### src/rtl/mcyc_pkg.sv
package mcyc_pkg;
  typedef enum logic [1:0] {
    RATE_BAD   = 2'b00,
    RATE_D4    = 2'b01,
    RATE_D64   = 2'b10,
    RATE_D1024 = 2'b11
  } rate_e;

  localparam int unsigned PHASES = 4;
endpackage

### src/rtl/mcyc_rate_ctl.sv
module mcyc_rate_ctl
  import mcyc_pkg::*;
(
  input  logic       clk,
  input  logic       rst_n,
  input  logic       we_i,
  input  logic [1:0] wdata_i,
  input  logic       swb_i,
  input  logic       boundary_i,
  output rate_e      field_o,
  output rate_e      active_o
);
  rate_e field_q, field_d, active_q, req;
  logic  swb_pend_q, swb_hit, swb_block, slow_ok, accept;

  assign req       = rate_e'(wdata_i);
  assign swb_hit   = swb_i && (field_q != RATE_D4);
  assign swb_block = swb_hit || swb_pend_q;
  assign slow_ok   = (field_q == RATE_D4) && (active_q == RATE_D4);
  assign accept    = we_i && !swb_block && (req != RATE_BAD) &&
                     ((req == RATE_D4) || (req == field_q) || slow_ok);

  always_comb begin
    field_d = field_q;
    if (boundary_i && swb_block) field_d = RATE_D4;
    else if (accept)             field_d = req;
  end

  always_ff @(posedge clk) begin
    if (!rst_n) begin
      field_q    <= RATE_D4;
      active_q   <= RATE_D4;
      swb_pend_q <= 1'b0;
    end else begin
      field_q <= field_d;
      if (boundary_i) begin
        active_q   <= field_d;
        swb_pend_q <= 1'b0;
      end else if (swb_hit) begin
        swb_pend_q <= 1'b1;
      end
    end
  end

  assign field_o  = field_q;
  assign active_o = active_q;

  AST_FIELD_NEVER_ZERO: assert property (@(posedge clk) disable iff (!rst_n)
    field_q != RATE_BAD);
  AST_SLOW_VIA_FAST: assert property (@(posedge clk) disable iff (!rst_n)
    (field_q != $past(field_q)) |-> (field_q == RATE_D4 || $past(field_q) == RATE_D4));
  AST_RATE_AT_BOUNDARY: assert property (@(posedge clk) disable iff (!rst_n)
    (active_q != $past(active_q)) |-> $past(boundary_i));
  AST_SWB_RETURN: assert property (@(posedge clk) disable iff (!rst_n)
    (boundary_i && swb_pend_q) |=> (field_q == RATE_D4));
  AST_SWB_BEATS_WRITE: assert property (@(posedge clk) disable iff (!rst_n)
    (swb_block && we_i) |=> (field_q == $past(field_q) || field_q == RATE_D4));
endmodule

### src/rtl/mcyc_prescaler.sv
module mcyc_prescaler
  import mcyc_pkg::*;
#(
  parameter int unsigned FAST_LEN = 1,
  parameter int unsigned MID_LEN  = 16,
  parameter int unsigned SLOW_LEN = 256
) (
  input  logic  clk,
  input  logic  rst_n,
  input  rate_e active_i,
  output logic  step_o,
  output logic  first_o
);
  localparam int unsigned CNT_W = (SLOW_LEN > 1) ? $clog2(SLOW_LEN) : 1;

  logic [CNT_W-1:0] cnt_q, last_val;

  always_comb begin
    case (active_i)
      RATE_D64:   last_val = CNT_W'(MID_LEN - 1);
      RATE_D1024: last_val = CNT_W'(SLOW_LEN - 1);
      default:    last_val = CNT_W'(FAST_LEN - 1);
    endcase
  end

  assign step_o  = (cnt_q == last_val);
  assign first_o = (cnt_q == '0);

  always_ff @(posedge clk) begin
    if (!rst_n)      cnt_q <= '0;
    else if (step_o) cnt_q <= '0;
    else             cnt_q <= cnt_q + 1'b1;
  end

  AST_CNT_IN_RANGE: assert property (@(posedge clk) disable iff (!rst_n)
    cnt_q <= last_val);
endmodule

### src/rtl/mcyc_phase_seq.sv
module mcyc_phase_seq
  import mcyc_pkg::*;
(
  input  logic                clk,
  input  logic                rst_n,
  input  logic                step_i,
  input  logic                first_i,
  output logic [PHASES-1:0]   phase_o,
  output logic                tick_o,
  output logic                strobe_o,
  output logic                boundary_o
);
  logic [1:0] ph_q;

  always_ff @(posedge clk) begin
    if (!rst_n)      ph_q <= 2'd0;
    else if (step_i) ph_q <= ph_q + 2'd1;
  end

  for (genvar g = 0; g < PHASES; g++) begin : g_dec
    assign phase_o[g] = (ph_q == g[1:0]);
  end

  assign boundary_o = step_i && (ph_q == 2'd3);
  assign tick_o     = first_i && (ph_q == 2'd0);
  assign strobe_o   = !ph_q[1];

  AST_PHASE_ONEHOT: assert property (@(posedge clk) disable iff (!rst_n)
    $countones(phase_o) == 1);
  AST_TICK_SINGLE: assert property (@(posedge clk) disable iff (!rst_n)
    tick_o |=> !tick_o);
  AST_PHASE_ORDER: assert property (@(posedge clk) disable iff (!rst_n)
    step_i |=> (phase_o == {$past(phase_o[PHASES-2:0]), $past(phase_o[PHASES-1])}));
endmodule

### src/rtl/mcyc_clkgen.sv
module mcyc_clkgen
  import mcyc_pkg::*;
#(
  parameter int unsigned FAST_DIV = 4,
  parameter int unsigned MID_DIV  = 64,
  parameter int unsigned SLOW_DIV = 1024
) (
  input  logic       clk,
  input  logic       rst_n,
  input  logic       rate_we,
  input  logic [1:0] rate_wdata,
  input  logic       swb_req,
  output logic [1:0] rate_rd,
  output logic [3:0] phase,
  output logic       mc_tick,
  output logic       ale_stb
);
  localparam int unsigned FAST_LEN = FAST_DIV / PHASES;
  localparam int unsigned MID_LEN  = MID_DIV / PHASES;
  localparam int unsigned SLOW_LEN = SLOW_DIV / PHASES;

  rate_e field, active;
  logic  step, first, boundary;

  mcyc_rate_ctl u_ctl (
    .clk        (clk),
    .rst_n      (rst_n),
    .we_i       (rate_we),
    .wdata_i    (rate_wdata),
    .swb_i      (swb_req),
    .boundary_i (boundary),
    .field_o    (field),
    .active_o   (active)
  );

  mcyc_prescaler #(
    .FAST_LEN (FAST_LEN),
    .MID_LEN  (MID_LEN),
    .SLOW_LEN (SLOW_LEN)
  ) u_pre (
    .clk      (clk),
    .rst_n    (rst_n),
    .active_i (active),
    .step_o   (step),
    .first_o  (first)
  );

  mcyc_phase_seq u_seq (
    .clk        (clk),
    .rst_n      (rst_n),
    .step_i     (step),
    .first_i    (first),
    .phase_o    (phase),
    .tick_o     (mc_tick),
    .strobe_o   (ale_stb),
    .boundary_o (boundary)
  );

  assign rate_rd = field;

  AST_TICK_AT_C1: assert property (@(posedge clk) disable iff (!rst_n)
    $rose(mc_tick) |-> phase[0] && ale_stb);
endmodule

### config.mk
export PLATFORM = sky130hd
export DESIGN_NAME = mcyc_clkgen
export DESIGN_NICKNAME = d
export VERILOG_FILES = /design/src/rtl/mcyc_pkg.sv /design/src/rtl/mcyc_rate_ctl.sv /design/src/rtl/mcyc_prescaler.sv /design/src/rtl/mcyc_phase_seq.sv /design/src/rtl/mcyc_clkgen.sv
export SDC_FILE = /design/constraint.sdc
export NUM_CORES = 1
export LEC_CHECK = 0
export ABC_AREA = 1
export BUFFER_PORTS_ARGS = -buffer_cell sky130_fd_sc_hd__buf_2
export CORE_MARGIN = 2
export CORE_UTILIZATION = 37
export DETAILED_ROUTE_END_ITERATION = 6
export SLEW_MARGIN = 20
export SYNTH_ARGS = -nofsm -noshare
export SYNTH_HDL_FRONTEND = slang
export SYNTH_SLANG_ARGS = --single-unit
### constraint.sdc
create_clock -name clk -period 1.22 [get_ports clk]
set_input_delay 0.183 -clock clk [delete_from_list [all_inputs] [get_ports clk]]
set_output_delay 0.183 -clock clk [all_outputs]
set_load 0.01 [all_outputs]
Word level (Yosys, flattened, before mapping)
Cells that the tools add are included.
W data, S select, Z words.
{"block": "op_classes", "n_eq_ne": 11, "mux": 3, "n_bitwise": 1, "addsub": 2, "n_reduce_logical": 18}
{"cell": "$pmux W8 S2", "count": 1}
{"cell": "$add A8 B1 Y8 const B", "count": 1}
{"cell": "$eq A2 B1 Y1 const B", "count": 4}
{"cell": "$eq A2 B2 Y1 const B", "count": 4}
{"cell": "$eq A8 B8 Y1", "count": 1}
{"cell": "$logic_and A1 B1 Y1", "count": 8}
{"cell": "$logic_not A8 Y1", "count": 1}
{"cell": "$mux W2", "count": 2}
{"cell": "$reduce_or A2 Y1", "count": 2}
{"cell": "$logic_or A1 B1 Y1", "count": 3}
{"cell": "$add A2 B1 Y2 const B", "count": 1}
{"cell": "$eq A2 B2 Y1", "count": 1}
{"cell": "$logic_not A1 Y1", "count": 2}
{"cell": "$logic_not A2 Y1", "count": 1}
{"cell": "$ne A2 B1 Y1 const B", "count": 1}
{"cell": "$reduce_bool A2 Y1", "count": 1}
{"cell": "$not A1 Y1", "count": 1}
{"block": "word_totals", "register_bits": 15, "inputBits": 6}

Longest topological paths before layout
Gate-level depths: netlist of run 1.
{"block": "logic_depth", "word_depth": 9, "mapped_depth": 11, "ltp_nobuf": 11}

Modules after synthesis
Synthesis of run 1 repeated with hierarchy kept, for this count alone.
{"block": "hier_totals", "hier_cells": 126, "area_unflattened_um2": 847.1}
{"module": "mcyc_prescaler", "n_inst": 1, "cells_each": 62, "seq_area_each_um2": 160.2, "area_per_inst_um2": 430.4}
{"module": "mcyc_rate_ctl", "n_inst": 1, "cells_each": 43, "seq_area_each_um2": 100.1, "area_per_inst_um2": 270.3}
{"module": "mcyc_phase_seq", "n_inst": 1, "cells_each": 21, "seq_area_each_um2": 40.0, "area_per_inst_um2": 146.4}

Least setup slack after synthesis of run 1
Ideal clock, no wire load.
{"block": "synth_path", "path_type": "reg-to-reg", "startpoint": "reg u_ctl.field_q[0] (netlist: u_ctl.field_o[0])", "endpoint": "reg u_ctl.active_q[0] (netlist: u_ctl.active_o[0])", "period_less_slack_ns": 1.222, "arrival_ns": 1.100, "stages_incl_launch_ff": 9, "setup_time_ns": 0.122, "slack_ns": -0.002, "n_path_buf": 0, "required_ns": 1.098, "cell_sequence": "dfxtp_1 > inv_1 > or2_2 > nand2_1 > nand2_1 > nand3_1 > nand3_1 > nand2_1 > nand3_1"}
{"block": "synth_via", "elab_chain_cells": 9}
{"item": "start, declared", "line": "mcyc_rate_ctl.sv:13", "source": "rate_e field_q, field_d, active_q, req;"}
{"item": "start signal, assigned", "line": "mcyc_rate_ctl.sv:35", "source": "field_q <= field_d;"}
{"item": "$ne A2 B1 Y1", "line": "mcyc_rate_ctl.sv:17", "source": "assign swb_hit = swb_i && (field_q != RATE_D4);"}
{"item": "$logic_and A1 B1 Y1", "line": "mcyc_rate_ctl.sv:17"}
{"item": "$logic_or A1 B1 Y1", "line": "mcyc_rate_ctl.sv:18", "source": "assign swb_block = swb_hit || swb_pend_q;"}
{"item": "$logic_not A1 Y1", "line": "mcyc_rate_ctl.sv:20", "source": "assign accept = we_i && !swb_block && (req != RATE_BAD) &&"}
{"item": "$logic_and A1 B1 Y1 (3 in a row)", "line": "mcyc_rate_ctl.sv:20"}
{"item": "$mux W2", "line": "mcyc_rate_ctl.sv:26", "source": "else if (accept) field_d = req;"}
{"item": "$mux W2 *", "line": "mcyc_rate_ctl.sv:25", "source": "if (boundary_i && swb_block) field_d = RATE_D4;"}
{"item": "end signal, assigned", "line": "mcyc_rate_ctl.sv:37", "source": "active_q <= field_d;"}
{"item": "end, declared", "line": "mcyc_rate_ctl.sv:13"}
Mark *: on every way between the ends. The rest lies on a longest branch, timed or not.
A chain may end at the register's enable or synchronous reset.

Worst setup path in the final report of run 1
{"block": "layout_path", "startpoint": "reg u_pre.cnt_q[0]", "endpoint": "out mc_tick"}
{"block": "layout_via", "elab_chain_cells": 2}
{"item": "start, declared", "line": "mcyc_prescaler.sv:16", "source": "logic [CNT_W-1:0] cnt_q, last_val;"}
{"item": "start signal, assigned", "line": "mcyc_prescaler.sv:32", "source": "else cnt_q <= cnt_q + 1'b1;"}
{"item": "$logic_not A8 Y1", "line": "mcyc_prescaler.sv:27", "source": "assign first_o = (cnt_q == '0);"}
{"item": "$logic_and A1 B1 Y1", "line": "mcyc_phase_seq.sv:25", "source": "assign tick_o = first_i && (ph_q == 2'd0);"}
{"item": "end, declared", "line": "mcyc_clkgen.sv:15", "source": "output logic mc_tick,"}
No other way between the ends.

==> summary.md, run 1 <==
| Metric | Value |
|---|---|
| Die W | `roughly 50 um` |
| Status | `complete, but fails checks` |
| Largest family of logic cells by synthesized area | `simple AND/OR/NAND/NOR gates` |
| Drt wl/cell | `approximately 11 um` |
| Synth Area in Compound Gates | `0.06565` |
| Setup slack, reg-to-reg | `-0.13 ns` |
| Total Wirelength | `between 1500 and 2000 um` |
| Critical Path End Type | `output pin` |
| Vias/cell | `4.690` |
| Total gr overflow | `0` |
| Crit path time final | `about 1.4 ns` |
| Largest net degree at the start of global routing | `10` |
| CTS H-tree depth | `1` |
| Root Driver | `clkbuf_4` |
| Kind of critical path | `flip-flop to output pin` |
| ANT cells | `0` |
| Main area contributors after synthesis | `dfxtp_1 37%, nand2_1 9.6%, ha_1 9.2%` |
| Multi-input logic area | `568.0 um2` |
| # clock sinks | `15` |
| Avg Inst Size Synth | `around 7.5 um2` |
| Fin crit share | `1.142` |
| Worst vdd ir | `about 1.4 mV` |
| # rows | `17` |
| Via count | `788` |
| CORE AREA | `between 2000 and 2500 um2` |
| FF+latch area | `312.8 um2` |
| Synth top area share | `0.3664` |
| Fin. Hold Viols | `0` |
| Setup TNS Final | `-1.016 ns` |
| Ports | `14` |
| Final HPWL from detailed placement | `1253 um` |
| First-pass GRT wire length | `around 3200 um` |
| Area grow syn2layout | `45.50%` |
| Slew headroom | `0.8375` |
| Synth Cell Area | `about 820 um2` |
| CP arrival | `about 1.2 ns` |
| Vias in the first global route | `767` |
| Fillers | `around 210` |
| RSZ-0062 raised after global routing | `yes` |
| Violated checks | `negative setup slack` |
| Clk buf depth | `2` |
| Post-Synthesis Cells | `110` |
| Final setup margin | `-0.1732 ns` |
| Number of synthesized flops with an enable pin | `0` |
| Post-synthesis sequential area ratio | `0.3664` |
| Crit-path max FO | `2` |
| Post-synthesis mux area share | `0` |
| Distinct cells, synth | `20` |
| Die Height | `51.07 um` |
| Clk pin slew, worst setup/hold paths | `roughly 0.1 ns` |
| Hold-fix buffers at CTS | `0` |
| Drt first pass iters | `4` |
| MaxCap Viol Count | `0` |
| Synth Warn # | `0` |
| # nets final | `153` |
| Area of the die | `approximately 2600 um2` |
| Fmax | `around 720 MHz` |
| XOR/XNOR Fraction of Synth Area | `0.03206` |
| Clk_lat worst skew | `around 0.29 ns` |
| CP Launch Type | `flip-flop` |
| Share of layout cells above drive strength 1 | `0.4429` |
| Starting DRT DRC Count | `7` |
| Worst hold path class | `input port to flip-flop` |
| Final Max Slew Viols | `0` |
| Number of buffers created by CTS | `3` |
| Mapped Nets | `roughly 120` |
| Final setup fails | `18` |
| GRT Overall Usage | `0.1612` |
| Simple-gate area share of the yosys netlist | `0.3802` |
| Total power | `between 0.002 and 0.0025 W` |
| Post-DRT Antenna Nets | `0` |
| Placer Congestion | `approximately 0.83` |
| Port Buf Inserts | `13` |
| Critical Path RT | `1.04 ns` |
| Ys flop type | `dfxtp_1` |
| Initial antenna violation count | `0` |
| CTS tree | `built` |
| Yosys reg bits | `15` |
| Clk_skew | `~0.0093 ns` |
| Leakage Power | `between 0.5 and 0.6 nW` |
| Cell accounting for the most synthesized area | `dfxtp_1` |
| DRC | `0` |
| Initial Util | `0.3815` |
| Worst slew pin tran | `approximately 0.24 ns` |
| Post-synthesis adder-cell area fraction | `0.09160` |
| Async set or reset register ratio after synthesis | `0` |
| Power per cell area | `~1900 nW/um2` |
## metal layers
layer / wire length, um / GRT usage / vias up
met4: 14 / 0.06757 / 0
li1: - / - / 412
met5: 0 / 0 / -
met3: 69 / 0.03509 / 2
met1: 854 / 0.1996 / 364
met2: 976 / 0.2684 / 10
## metrics by stage
stage               hold WS, ns  instances    util  setup WS, ns  instance area (um2)
finish                   0.1822        168  0.5550       -0.1732                 1192
global route             0.1811        168  0.5550       -0.2336                 1192
CTS                      0.1700        166  0.5131       -0.1870                 1102
detailed placement       0.4557        160  0.4601      -0.03518                988.4
global placement         0.4457        160  0.4601      -0.04981                988.4
floorplan                0.2671        110       -       0.04893                820.8
## registers in the layout (all words and copies together), names as in the netlist
register and flops:
u_pre.cnt_q 8, u_ctl.field_o 2, u_ctl.active_o 2, u_ctl.swb_pend_q 1
u_seq.ph_q 2
## what timing repair did
| item | CTS | global route |
|---|---|---|
| pin swaps | 5 | 5 |
| buffers inserted | 2 | 2 |
| resized for setup | 25 | 16 |
| endpoints found under the setup margin | 11 | 20 |
## final cells by class
| type | instances | area share |
|---|---|---|
| clock buffer | 3 | 0.01889 |
| sequential | 15 | 0.2623 |
| multi-input combinational | 81 | 0.4764 |
| clock inverter | 1 | 0.004197 |
| tap | 28 | 0.02938 |
| timing repair buffer | 26 | 0.1584 |
| inverter | 14 | 0.05037 |
## final timing paths
kind                       start                end  cells after the start
setup reg to reg  u_pre.cnt_q[0]  u_ctl.active_o[0]                      9
setup / recovery  u_pre.cnt_q[0]            mc_tick                      6
hold / removal             rst_n  u_ctl.active_o[0]                      2
hold reg to reg    u_seq.ph_q[1]      u_seq.ph_q[1]                      2
## where the power goes
group          leakage [nW]  internal, W  switching [W]  total, W
Clock                0.0177     0.000122       0.000168  0.000290
Sequential            0.124     0.000603      0.0000894  0.000693
Combinational         0.366     0.000579       0.000711   0.00129
## worst max-delay path, cell delays in order, from the launching register on
cell and delay, ns:
dfxtp_4 0.36, buf_6 0.12, inv_4 0.04, ha_4 0.11, nand3_2 0.07, nor2_1 0.09, buf_2 0.13
## synthesized netlist by cell type (2+ instances only)
cell     instances
inv_1           14
nand3_1          9
nand2_1         21
dfxtp_1         15
xor2_1           3
nand2_2          3
o21ai_0          4
ha_1             6
o21ai_1          3
nor2_1          16
nand4_1          2
nor3_1           2
nor3b_1          4
a21oi_1          2
## cell families (layout without fill, tap and decap cells)
kind of cell    count (synthesis)  in the layout
compound gates                 10             10
xor+xnor                        3              3
flops                          15             15
simple gates                   62             62
fa+ha+maj                       6              6
buf+inv                        14             44
## cell usage in the layout, fill, tap and decap left out, drive strengths merged
| cell type | Yosys | final |
|---|---|---|
| buf | 0 | 26 |
| nand2 | 25 | 25 |
| nor2 | 18 | 18 |
| dfxtp | 15 | 15 |
| inv | 14 | 14 |
| nand3 | 9 | 9 |
| o21ai | 7 | 7 |
| ha | 6 | 6 |
| nor3b | 4 | 4 |
| xor2 | 3 | 3 |
| clkbuf | 0 | 3 |
| a21oi | 3 | 3 |
| nor3 | 2 | 2 |
| nand4 | 2 | 2 |
| or2 | 1 | 1 |
| nand3b | 1 | 1 |
| clkinv | 0 | 1 |
No activity file was read; power rests on OpenSTA's default activity.
==> run 2, diff against run 1 <==
Settings changed: RECOVER_POWER set to 25.
==> run 2 against run 1 <==
The flow still finishes with violations (negative setup slack). Hold slack about the same. Combinational power about the same. Utilization decreased by 0.058 points. Via count decreased by 0.13%. Cell area decreased by 0.10%. Largest cell class unchanged. Largest power group unchanged.
==> summary.md, run 2 (synthesis gave the netlist of run 1 again) <==
| Metric | Value |
|---|---|
| Design area | `1191 um2` |
| Die W | `between 50 and 60 um` |
| Worst hold path class | `input port to flip-flop` |
| Worst slew pin tran | `0.2408 ns` |
| Starting DRT DRC Count | `7` |
| Util after Layout | `0.5545` |
| Crit path time final | `between 1 and 1.5 ns` |
| Vias/cell | `4.685` |
| Crit-path max FO | `2` |
| Drt first pass iters | `4` |
| Non-filler instance count after layout | `approximately 170` |
| CP max-delay cell | `dfxtp_4` |
| CORE AREA | `2148 um2` |
| Violated checks | `negative setup slack` |
| Hold WS | `~0.18 ns` |
| Drt wl/cell | `11.43 um` |
| Status | `complete, but fails checks` |
| DRC | `0` |
| Ports | `14` |
| Final HPWL from detailed placement | `about 1300 um` |
| CP Launch Type | `flip-flop` |
| Critical Path End Type | `output pin` |
| Total gr overflow | `0` |
| Most common cell after layout, fill and taps aside | `nand2_1` |
| Slew headroom | `0.8378` |
| Hold-fix buffers at CTS | `0` |
| Largest Register | `u_pre.cnt_q` |
| Root Driver | `clkbuf_4` |
| Power per cell area | `roughly 1900 nW/um2` |
| Clk buf depth | `2` |
| Leakage Power | `a little over 0.5 nW` |
| Port Buf Inserts | `13` |
| Met2 usage | `0.2684` |
| Initial antenna violation count | `0` |
| Critical Path RT | `~1.0 ns` |
| GRT Overall Usage | `0.1612` |
| Met3 Usage GRT | `0.03509` |
| MaxCap Viol Count | `0` |
| CP arrival | `roughly 1.2 ns` |
| Largest net degree at the start of global routing | `10` |
| # nets final | `roughly 150` |
| Final setup margin | `-0.1732 ns` |
| Fin. Hold Viols | `0` |
| Kind of critical path | `flip-flop to output pin` |
| Cell Area, Placed | `roughly 1000 um2` |
| Via count | `787` |
| Worst path cell trace | `buf_6, inv_4, ha_4, nand3_2, nor2_1, buf_2` |
| RSZ-0062 raised after global routing | `yes` |
| CTS tree | `built` |
| Post-DRT Antenna Nets | `0` |
| Initial Util | `0.3815` |
| Fin crit share | `1.142` |
| Vias in the first global route | `~770` |
| Share of layout cells above drive strength 1 | `0.4357` |
| # rows | `17` |
| Die Height | `between 50 and 60 um` |
| # clock sinks | `15` |
| Fmax | `between 700 and 800 MHz` |
| Placer Congestion | `0.8333` |
| ANT cells | `0` |
| Final setup fails | `18` |
| Worst vdd ir | `1.421 mV` |
| Final Max Slew Viols | `0` |
| Pre-CTS WS | `-0.03518 ns` |
| Clk_skew | `approximately 0.0093 ns` |
| Clk_lat worst skew | `about 0.29 ns` |
| Placed cells | `between 150 and 200` |
| GR peak layer | `met2` |
| First-pass GRT wire length | `between 3000 and 4000 um` |
| Fillers | `208` |
| Most frequent cells in the layout | `20 x nand2_1, 13 x nor2_1, 11 x buf_4, 11 x dfxtp_1` |
| Met1 Usage GRT | `0.1996` |
| Area grow syn2layout | `45.34%` |
| CTS H-tree depth | `1` |
| Total Wirelength | `~1900 um` |
| Number of buffers created by CTS | `3` |
| Area of the die | `around 2600 um2` |
| Clk pin slew, worst setup/hold paths | `0.10 ns` |
| Max reg flops | `8` |
| CP peak stage delay | `0.36 ns` |
-- run 2: cell types whose count changed in the layout (fill, tap and decap cells not counted), sizes merged --
cell,previous run,this run
buf,26,25
clkbuf,3,4
-- run 2: critical path, delay by kind of cell, from the launching register on --
kind	cells	cell delay (ns)
flops	1	0.36
buf+inv	3	0.29
simple gates	2	0.16
fa+ha+maj	1	0.11
-- run 2: layer usage --
metal	vias up	wire (um)
li1	412	-
met1	363	855
met2	10	980
met3	2	69
met4	0	14
met5	-	0
-- run 2: power by group --
part | switching [W] | total [W] | leakage [nW] | internal (W)
clock | 0.000168 | 0.000290 | 0.0177 | 0.000122
sequential | 0.0000897 | 0.000693 | 0.124 | 0.000603
combinational | 0.000710 | 0.00129 | 0.362 | 0.000577
total | 0.000968 | 0.00227 | 0.503 | 0.00130
-- run 2: area by class of cell --
cell class	count	area, um2	area share
flip-flops and latches	15	312.8	0.2626
inverters	14	60.06	0.05042
clock buffers	3	22.52	0.01891
clock inverters	1	5.005	0.004202
repair buffers	26	187.7	0.1576
multi-input cells	81	568.0	0.4769
well taps	28	35.03	0.02941
-- run 2: final timing paths --
kind / startpoint / endpoint / slack, ns / cells after the start
worst max register to register: u_pre.cnt_q[0] / u_ctl.active_o[0] / -0.13 / 9
worst max-delay path: u_pre.cnt_q[0] / mc_tick / -0.17 / 6
worst min-delay path: rst_n / u_ctl.active_o[0] / 0.18 / 2
worst min register to register: u_seq.ph_q[1] / u_seq.ph_q[1] / 0.56 / 2
-- run 2: timing repair --
item                                    CTS  global route
setup buffers                             2             2
gates resized for setup                  25            16
gates cloned                              0             0
endpoints found under the setup margin   11            20
pin swaps                                 5             5
-- run 2: through the flow --
step | TNS (ns) | total power, W
final | -1.019 | 0.002271
after global routing | -2.232 | 0.002435
after CTS | -0.4525 | 0.002062
after detailed placement | -0.1159 | 0.001559
after global placement | -0.1170 | 0.001551
after floorplan | 0 | 0.001266
